[src/rtl/trig_id_pkg.sv]
package trig_id_pkg;

  localparam int unsigned DEF_BUNCH_W = 12;
  localparam int unsigned DEF_EVT_W   = 24;
  localparam int unsigned DEF_QDEPTH  = 16;

  // Increment modulo 2^w; widths up to 32 bits.
  function automatic logic [31:0] mod_inc(input logic [31:0] v, input int unsigned w);
    logic [31:0] mask;
    mask = (w >= 32) ? 32'hFFFF_FFFF : ((32'd1 << w) - 32'd1);
    return (v + 32'd1) & mask;
  endfunction

  // Next pointer in a ring of n slots.
  function automatic logic [31:0] ring_next(input logic [31:0] p, input int unsigned n);
    return (p == n - 1) ? 32'd0 : p + 32'd1;
  endfunction

endpackage

[src/rtl/id_counter.sv]
module id_counter #(
  parameter int unsigned W = 12
) (
  input  logic         clk,
  input  logic         rst_n,
  input  logic         clr,
  input  logic         inc,
  output logic [W-1:0] value
);
  import trig_id_pkg::*;

  logic [W-1:0] value_q;
  logic [W-1:0] value_nxt;
  logic         do_clear;
  logic         do_step;

  assign do_clear = clr;
  assign do_step  = inc && !clr;

  always_comb begin
    value_nxt = value_q;
    if (do_clear)     value_nxt = '0;
    else if (do_step) value_nxt = W'(mod_inc(32'(value_q), W));
  end

  always_ff @(posedge clk) begin
    if (!rst_n) value_q <= '0;
    else        value_q <= value_nxt;
  end

  assign value = value_q;

  // step by one with wrap
  a_r2_step: assert property (@(posedge clk) disable iff (!rst_n)
    (inc && !clr) |=> (value == W'($past(value) + 1'b1)));
  // hold without increment
  a_r4_hold: assert property (@(posedge clk) disable iff (!rst_n)
    (!inc && !clr) |=> $stable(value));
  // strobe clears and wins
  a_r3_clear: assert property (@(posedge clk) disable iff (!rst_n)
    clr |=> (value == '0));

endmodule

[src/rtl/tag_fifo.sv]
module tag_fifo #(
  parameter int unsigned TW    = 36,
  parameter int unsigned DEPTH = 16
) (
  input  logic          clk,
  input  logic          rst_n,
  input  logic          push,
  input  logic [TW-1:0] push_data,
  output logic          out_valid,
  input  logic          out_ready,
  output logic [TW-1:0] out_data,
  output logic          overflow
);
  import trig_id_pkg::*;

  localparam int unsigned AW = (DEPTH > 1) ? $clog2(DEPTH) : 1;
  localparam int unsigned CW = $clog2(DEPTH + 1);

  logic [TW-1:0] mem [DEPTH];
  logic [AW-1:0] wr_ptr, rd_ptr;
  logic [CW-1:0] count;
  logic          ovf_q;

  logic full, empty, push_ok, push_drop, pop_ok;

  assign full      = (count == CW'(DEPTH));
  assign empty     = (count == '0);
  assign push_ok   = push && !full;
  assign push_drop = push && full;
  assign pop_ok    = !empty && out_ready;

  always_ff @(posedge clk) begin
    if (push_ok) mem[wr_ptr] <= push_data;
  end

  always_ff @(posedge clk) begin
    if (!rst_n) begin
      wr_ptr <= '0;
      rd_ptr <= '0;
      count  <= '0;
      ovf_q  <= 1'b0;
    end else begin
      if (push_ok) wr_ptr <= AW'(ring_next(32'(wr_ptr), DEPTH));
      if (pop_ok)  rd_ptr <= AW'(ring_next(32'(rd_ptr), DEPTH));
      case ({push_ok, pop_ok})
        2'b10:   count <= count + 1'b1;
        2'b01:   count <= count - 1'b1;
        default: count <= count;
      endcase
      if (push_drop) ovf_q <= 1'b1;
    end
  end

  assign out_valid = !empty;
  assign out_data  = mem[rd_ptr];
  assign overflow  = ovf_q;

  // a dropped push does not change occupancy without a pop
  a_r8_drop: assert property (@(posedge clk) disable iff (!rst_n)
    (push_drop && !pop_ok) |=> (count == $past(count) && overflow));
  // overflow is sticky
  a_r8_sticky: assert property (@(posedge clk) disable iff (!rst_n)
    overflow |=> overflow);
  // occupancy never exceeds depth
  a_r7_bound: assert property (@(posedge clk) disable iff (!rst_n)
    count <= CW'(DEPTH));
  // stalled head is stable
  a_r9_hold: assert property (@(posedge clk) disable iff (!rst_n)
    (out_valid && !out_ready) |=> (out_valid && $stable(out_data)));

endmodule

[src/rtl/trig_id_tagger.sv]
module trig_id_tagger #(
  parameter int unsigned BUNCH_W = trig_id_pkg::DEF_BUNCH_W,
  parameter int unsigned EVT_W   = trig_id_pkg::DEF_EVT_W,
  parameter int unsigned QDEPTH  = trig_id_pkg::DEF_QDEPTH
) (
  input  logic               clk,
  input  logic               rst_n,
  input  logic               bcr_strobe,
  input  logic               ecr_strobe,
  input  logic               accept,
  output logic [BUNCH_W-1:0] bunch_id,
  output logic [EVT_W-1:0]   event_id,
  output logic               tag_valid,
  input  logic               tag_ready,
  output logic [EVT_W-1:0]   tag_evt,
  output logic [BUNCH_W-1:0] tag_bunch,
  output logic               tag_overflow
);

  localparam int unsigned TW = EVT_W + BUNCH_W;

  logic [TW-1:0] cap_tag;
  logic [TW-1:0] head_tag;

  id_counter #(.W(BUNCH_W)) u_bunch (
    .clk(clk), .rst_n(rst_n), .clr(bcr_strobe), .inc(1'b1), .value(bunch_id)
  );

  id_counter #(.W(EVT_W)) u_event (
    .clk(clk), .rst_n(rst_n), .clr(ecr_strobe), .inc(accept), .value(event_id)
  );

  // Tag uses the values present in the accept cycle (pre-increment).
  assign cap_tag = {event_id, bunch_id};

  tag_fifo #(.TW(TW), .DEPTH(QDEPTH)) u_queue (
    .clk(clk), .rst_n(rst_n),
    .push(accept), .push_data(cap_tag),
    .out_valid(tag_valid), .out_ready(tag_ready),
    .out_data(head_tag), .overflow(tag_overflow)
  );

  assign tag_evt   = head_tag[TW-1:BUNCH_W];
  assign tag_bunch = head_tag[BUNCH_W-1:0];

  // capture into an empty queue is presented next cycle
  a_r6_capture: assert property (@(posedge clk) disable iff (!rst_n)
    (accept && !tag_valid) |=>
      (tag_valid && tag_evt == $past(event_id) && tag_bunch == $past(bunch_id)));

endmodule

[config.mk]
export PLATFORM = sky130hd
export DESIGN_NAME = trig_id_tagger
export DESIGN_NICKNAME = d
export VERILOG_FILES = /design/src/rtl/trig_id_pkg.sv /design/src/rtl/id_counter.sv /design/src/rtl/tag_fifo.sv /design/src/rtl/trig_id_tagger.sv
export SDC_FILE = /design/constraint.sdc
export NUM_CORES = 1
export LEC_CHECK = 0
export ABC_CLOCK_PERIOD_IN_PS = 7400
export BUFFER_PORTS_ARGS = -buffer_cell sky130_fd_sc_hd__buf_2
export CELL_PAD_IN_SITES_DETAIL_PLACEMENT = 0
export CELL_PAD_IN_SITES_GLOBAL_PLACEMENT = 1
export CORE_UTILIZATION = 35
export CTS_CLUSTER_SIZE = 24
export DETAILED_ROUTE_END_ITERATION = 10
export PLACE_DENSITY_LB_ADDON = 0.15
export SLEW_MARGIN = 10
export SYNTH_ARGS = -nofsm -noshare
export SYNTH_HDL_FRONTEND = slang
export SYNTH_SLANG_ARGS = --single-unit
[constraint.sdc]
create_clock -name clk -period 7.4 [get_ports clk]
set_input_delay 0 -clock clk [delete_from_list [all_inputs] [get_ports clk]]
set_output_delay 0 -clock clk [all_outputs]
set_load 0.01 [all_outputs]
Yosys cells after proc, flatten, opt, wreduce, memory -nomap -nowiden
Memory sizes are Yosys's and may differ from the RTL's. A register that Yosys moved wholly into a read port is not among the register bits.
Cells that the tools add are included.

storage, ports and cells
  register bits after elaboration = 50
  bits in latches = 0
  bits in writable memories = 576
  memory bits (read-only) = 0
  bits of input ports = 6
  output and inout bits = 74
  memories = 1

cells by class
  $add $sub $neg = 6
  multipliers = 0
  divide/modulo/power cells = 0
  magnitude comparators = 0
  equal/unequal tests = 5
  shifts and indexed selects = 0
  mux-type cells = 7
  bitwise operators = 1
  reduce and logical (&&, ||, !) cells = 11

memories
  memory       depth  bits a word  read ports  clocked after memory_dff  wr ports  RTL line        text
  u_queue.mem  16     36           1           1                         1         tag_fifo.sv:19  logic [TW-1:0] mem [DEPTH];

operators by type and width
  operator                                           number
  adder 24 x 1 -> 24 bit (second input constant)     1
  2-to-1 mux 4 bit                                   4
  adder 12 x 1 -> 12 bit (second input constant)     1
  one-hot mux 5 bit (2 select lines)                 1
  adder 4 x 1 -> 4 bit (second input constant)       2
  == test 4 bit (second input constant)              2
  adder 5 x 1 -> 5 bit (second input constant)       1
  == test 5 bit (second input constant)              1
  zero test 5 bit                                    1
  subtractor 5 x 1 -> 5 bit (second input constant)  1
  logical AND 1 bit                                  4
  OR reduction 2 bit                                 2
  zero test 1 bit                                    3
  == test 2 x 1 -> 1 bit (second input constant)     1
  == test 2 bit (second input constant)              1
  2-to-1 mux 1 bit                                   2
  nonzero test 2 bit                                 1
  NOT 1 bit                                          1

Logic depth before layout (Yosys ltp)
  word-level depth = 5
  depth in mapped cells = 12
  depth with buffers taken out = 10

By module
A second synthesis with hierarchy kept.

second synthesis, totals
  cells, all modules = 1115
  area, all modules = 24374.6 um^2

modules (own cells, without submodules)
  module                instances  cells an instance  area each (um^2)  seq. area each (um^2)
  tag_fifo              1          917                22625.4           17656.9
  id_counter (u_event)  1          130                1156.1            480.5
  id_counter (u_bunch)  1          67                 589.3             240.2
  trig_id_tagger        1          1                  3.8               0.0

Least setup slack after synthesis
Ideal clock, no wire load.

  kind = register -> register
  from = reg u_queue.count[2]
  to = mem u_queue.mem[0][0], enable pin
  library setup time = 0.474 ns
  arrival = 3.473 ns
  path slack = 3.454 ns
  cell stages (with the launch flop) = 6
  buffers on the path = 1
  clock period less this slack = 3.946 ns
  cell sequence = dfxtp_1 clkbuf_2 nor4_1 a21boi_2 nand2_1 nor3_1

between the ends
  cells in the longest elaborated chain, start to end = 5

RTL lines
  item                                    RTL line        text
  from (decl)                             tag_fifo.sv:21  logic [CW-1:0] count;
  from (signal assigned)                  tag_fifo.sv:46  2'b10: count <= count + 1'b1;
  from (signal assigned)                  tag_fifo.sv:47  2'b01: count <= count - 1'b1;
  from (signal assigned)                  tag_fifo.sv:48  default: count <= count;
  == test 5 bit                           tag_fifo.sv:26  assign full = (count == CW'(DEPTH));
  zero test 1 bit                         tag_fifo.sv:28  assign push_ok = push && !full;
  logical AND 1 bit                       tag_fifo.sv:28
  2-to-1 mux 1 bit                        tag_fifo.sv:33  if (push_ok) mem[wr_ptr] <= push_data;
  2-to-1 mux 1 bit (not written as such)  tag_fifo.sv:33
  to (decl)                               tag_fifo.sv:19

Every way passes these cells.

==> flow_summary.json <==
{
  "hold_viol_final": 0,
  "yosysSeqAreaShare_pct": 76.2,
  "worstMarginPinSlew_ps": 1050,
  "async_flop_share_pct": 0,
  "whs_path_depth": 4,
  "synth-main-ff-cell": "edfxtp_1",
  "dieWidth_um": 265,
  "overflow": 0,
  "rsz0062_at_grt": "no",
  "clk_pin_slew_ps": 50,
  "power_density_nw_per_um2": 321,
  "ir_drop_uv": 177,
  "fmax_ghz": 0.286,
  "slew_headroom_pct": 30.2,
  "worstSetupPathType": "flop to output pin",
  "regToRegSetupSlack_ps": 4290,
  "hold_class": "input pin to flop",
  "synth.area.top_cells": "edfxtp_1 (72%), mux4_2 (13%), dfxtp_1 (4.5%)",
  "setup-tns-final_ps": 0,
  "cts.sinks": 630,
  "r2r_end": "u_queue.count[4]$_SDFFE_PN0P_",
  "synth_nets": 1208,
  "grtUsageTotal_pct": 16.7,
  "place_congestion": 0.682,
  "min_from": "ecr_strobe",
  "min_to": "u_event.value[18]$_SDFFE_PP0P_",
  "worstRegToRegCells": 10,
  "die_h_um": 265,
  "root_buffer": "clkbuf_16",
  "synth_warnings": 0,
  "vias": 11809,
  "wl_per_cell_um": 25.7,
  "synth_top_cell_by_area": "edfxtp_1",
  "start_util_pct": 35.6,
  "period_needed_ps": 3500,
  "design_area_um2": 28000,
  "post-layout-total-power_mw": 8.98,
  "vias_per_cell": 5.28,
  "synth_top_area_share_pct": 71.7,
  "setup_viol": 0,
  "final_antenna_net_count": 0,
  "cts-resized-gates": 0,
  "drt-initial-drc-count": 987,
  "synth_common_cells": "edfxtp_1 (576), mux4_2 (144), a22oi_1 (72)",
  "fin_skew_ps": 20.3,
  "path_max_fanout": 57,
  "worstSetupEndpointType": "output pin",
  "clockBufferDepth": 3,
  "grt_pass1_vias": 12628,
  "area_growth_pct": 16.0,
  "grt_pass1_wl_mm": 85.0,
  "core_area_um2": 67800,
  "numCtsBuffers": 70,
  "syn-cell-area_um2": 24100,
  "synth.most_common_cell": "edfxtp_1",
  "arrival_ps": 3500,
  "fin_nets": 1323,
  "antenna_found_initial": 0,
  "hpwl_mm": 30.0,
  "synth-edff-count": 576,
  "ys_seq_elements": 630,
  "finalHoldWorstSlack_ps": 156,
  "startpoint_type": "flop",
  "maxSlewViolCount": 0,
  "wirelength_mm": 57.4,
  "io_buffers": 79,
  "first_pass_iters": 5,
  "htree_levels": 3,
  "final.period_utilization_pct": 47.3,
  "syn_inst": 1191,
  "status": "finished, final reports clean",
  "tritoncts": "built",
  "drive_gt1_share_pct": 27.9,
  "synth.avg_cell_area_um2": 20.3,
  "dpl-instance-area_um2": 25700,
  "r2r-start": "u_queue.count[1]$_SDFFE_PN0P_",
  "cp.required_ps": 7400,
  "cap_violations": 0,
  "die-area_um2": 70000,
  "clock_latency_ps": 600,
  "p_leak_nw": 9.00,
  "ioPinCount": 80,
  "antenna_cells": 0,
  "std_cell_rows": 95,
  "drc_errors": 0,
  "grt_max_degree": 78,
  "synth_cell_type_count": 51
}
[routing by layer]
layer,share of wire [%],track usage (%),routed length [um],vias to the layer above
li1,-,-,-,5173
met1,46,23.3,26300,6336
met2,48,26.9,27700,249
met3,4.5,3.10,2600,51
met4,1.4,4.79,827,0
met5,0,0,0,-
[critical path: stages, from the launching register on]
cell and delay (ps):
dfxtp_4 930, buf_4 850, mux4_2 430, a22oi_1 230, nand2_1 160, buf_2 170
[per-stage QoR]
step | util [%] | std cells | worst slack [ps]
2_1_floorplan | - | 1191 | 3450
3_3_place_gp | 37.9 | 2103 | 4320
3_5_place_dp | 37.9 | 2103 | 4340
4_1_cts | 41.3 | 2237 | 3810
5_1_grt | 41.3 | 2237 | 3690
6_report | 41.3 | 2237 | 3900
[area by class of cell]
cell class / count / area [um^2]
fillers: 5980 / 39700
flip-flops and latches: 630 / 18400
multi-input cells: 486 / 5550
clock buffers: 108 / 2100
well taps: 873 / 1090
repair buffers: 107 / 628
clock inverters: 22 / 204
inverters: 11 / 41.3
[how the worst max path moves through the flow]
stage	start	to	slack, ps
after floorplan	u_queue.count[2]$_SDFFE_PN0P_	u_queue.mem[0][0]$_DFFE_PP_	3450
after global routing	flop	tag_evt[20]	3690
final	flop	tag_evt[17]	3900
after global placement	u_queue.count[1]$_SDFFE_PN0P_	u_queue.count[4]$_SDFFE_PN0P_	4320
after CTS	flop	tag_evt[17]	3810
after detailed placement	u_queue.count[1]$_SDFFE_PN0P_	u_queue.count[4]$_SDFFE_PN0P_	4340
[sequential cells by signal (all words and copies together) (netlist names), named ones only]
signal / cells
u_event.value: 24
u_queue.overflow: 1
u_bunch.value: 12
u_queue.wr_ptr: 4
u_queue.mem: 576
u_queue.count: 5
u_queue.rd_ptr: 4
[placed cells by master (no fill, tap or decap), types with 5 or more instances in the layout]
| cell type | Yosys | routed |
|---|---|---|
| ha_1 | 11 | 11 |
| nand4_1 | 13 | 13 |
| nand2_1 | 55 | 55 |
| nor2_1 | 47 | 34 |
| nor2_4 | 0 | 13 |
| dfxtp_1 | 54 | 52 |
| mux2i_1 | 5 | 5 |
| nor4_1 | 6 | 6 |
| inv_1 | 11 | 11 |
| clkinv_2 | 0 | 10 |
| o21ai_0 | 13 | 13 |
| xnor2_1 | 8 | 8 |
| buf_4 | 8 | 23 |
| buf_2 | 14 | 79 |
| clkbuf_1 | 32 | 23 |
| clkbuf_16 | 0 | 75 |
| a22oi_1 | 72 | 72 |
| clkbuf_8 | 0 | 10 |
| nand2b_1 | 6 | 6 |
| edfxtp_1 | 576 | 576 |
| a21oi_1 | 13 | 13 |
| xor2_1 | 17 | 17 |
| or4_1 | 6 | 6 |
| nand3_1 | 13 | 13 |
| mux4_2 | 144 | 144 |
| or3_1 | 8 | 8 |
[report_power, final]
part	leakage, nW	switching (mW)	total (mW)	internal [mW]
sequential	5.67	0.127	4.07	3.94
clock	1.13	1.37	3.44	2.07
combinational	2.20	0.716	1.47	0.752
[kinds of logic (layout without fill, tap and decap cells)]
family / after synthesis / after routing / synth area share [%]
flip-flops: 630 / 630 / 76.2
multiplexers: 149 / 149 / 13.6
AND/OR/NAND/NOR: 183 / 183 / 3.86
XOR/XNOR: 25 / 25 / 0.907
AO/OA/AOI/OAI: 118 / 118 / 3.47
buffers and inverters: 75 / 248 / 1.40
adder cells (fa/ha/maj): 11 / 11 / 0.570
[timing repair]
action | in CTS | in global routing
hold endpoints to repair | 31 | 0
buffers inserted | 0 | 0
hold buffers | 4 | 0
No activity file was read; power rests on OpenSTA's default activity.
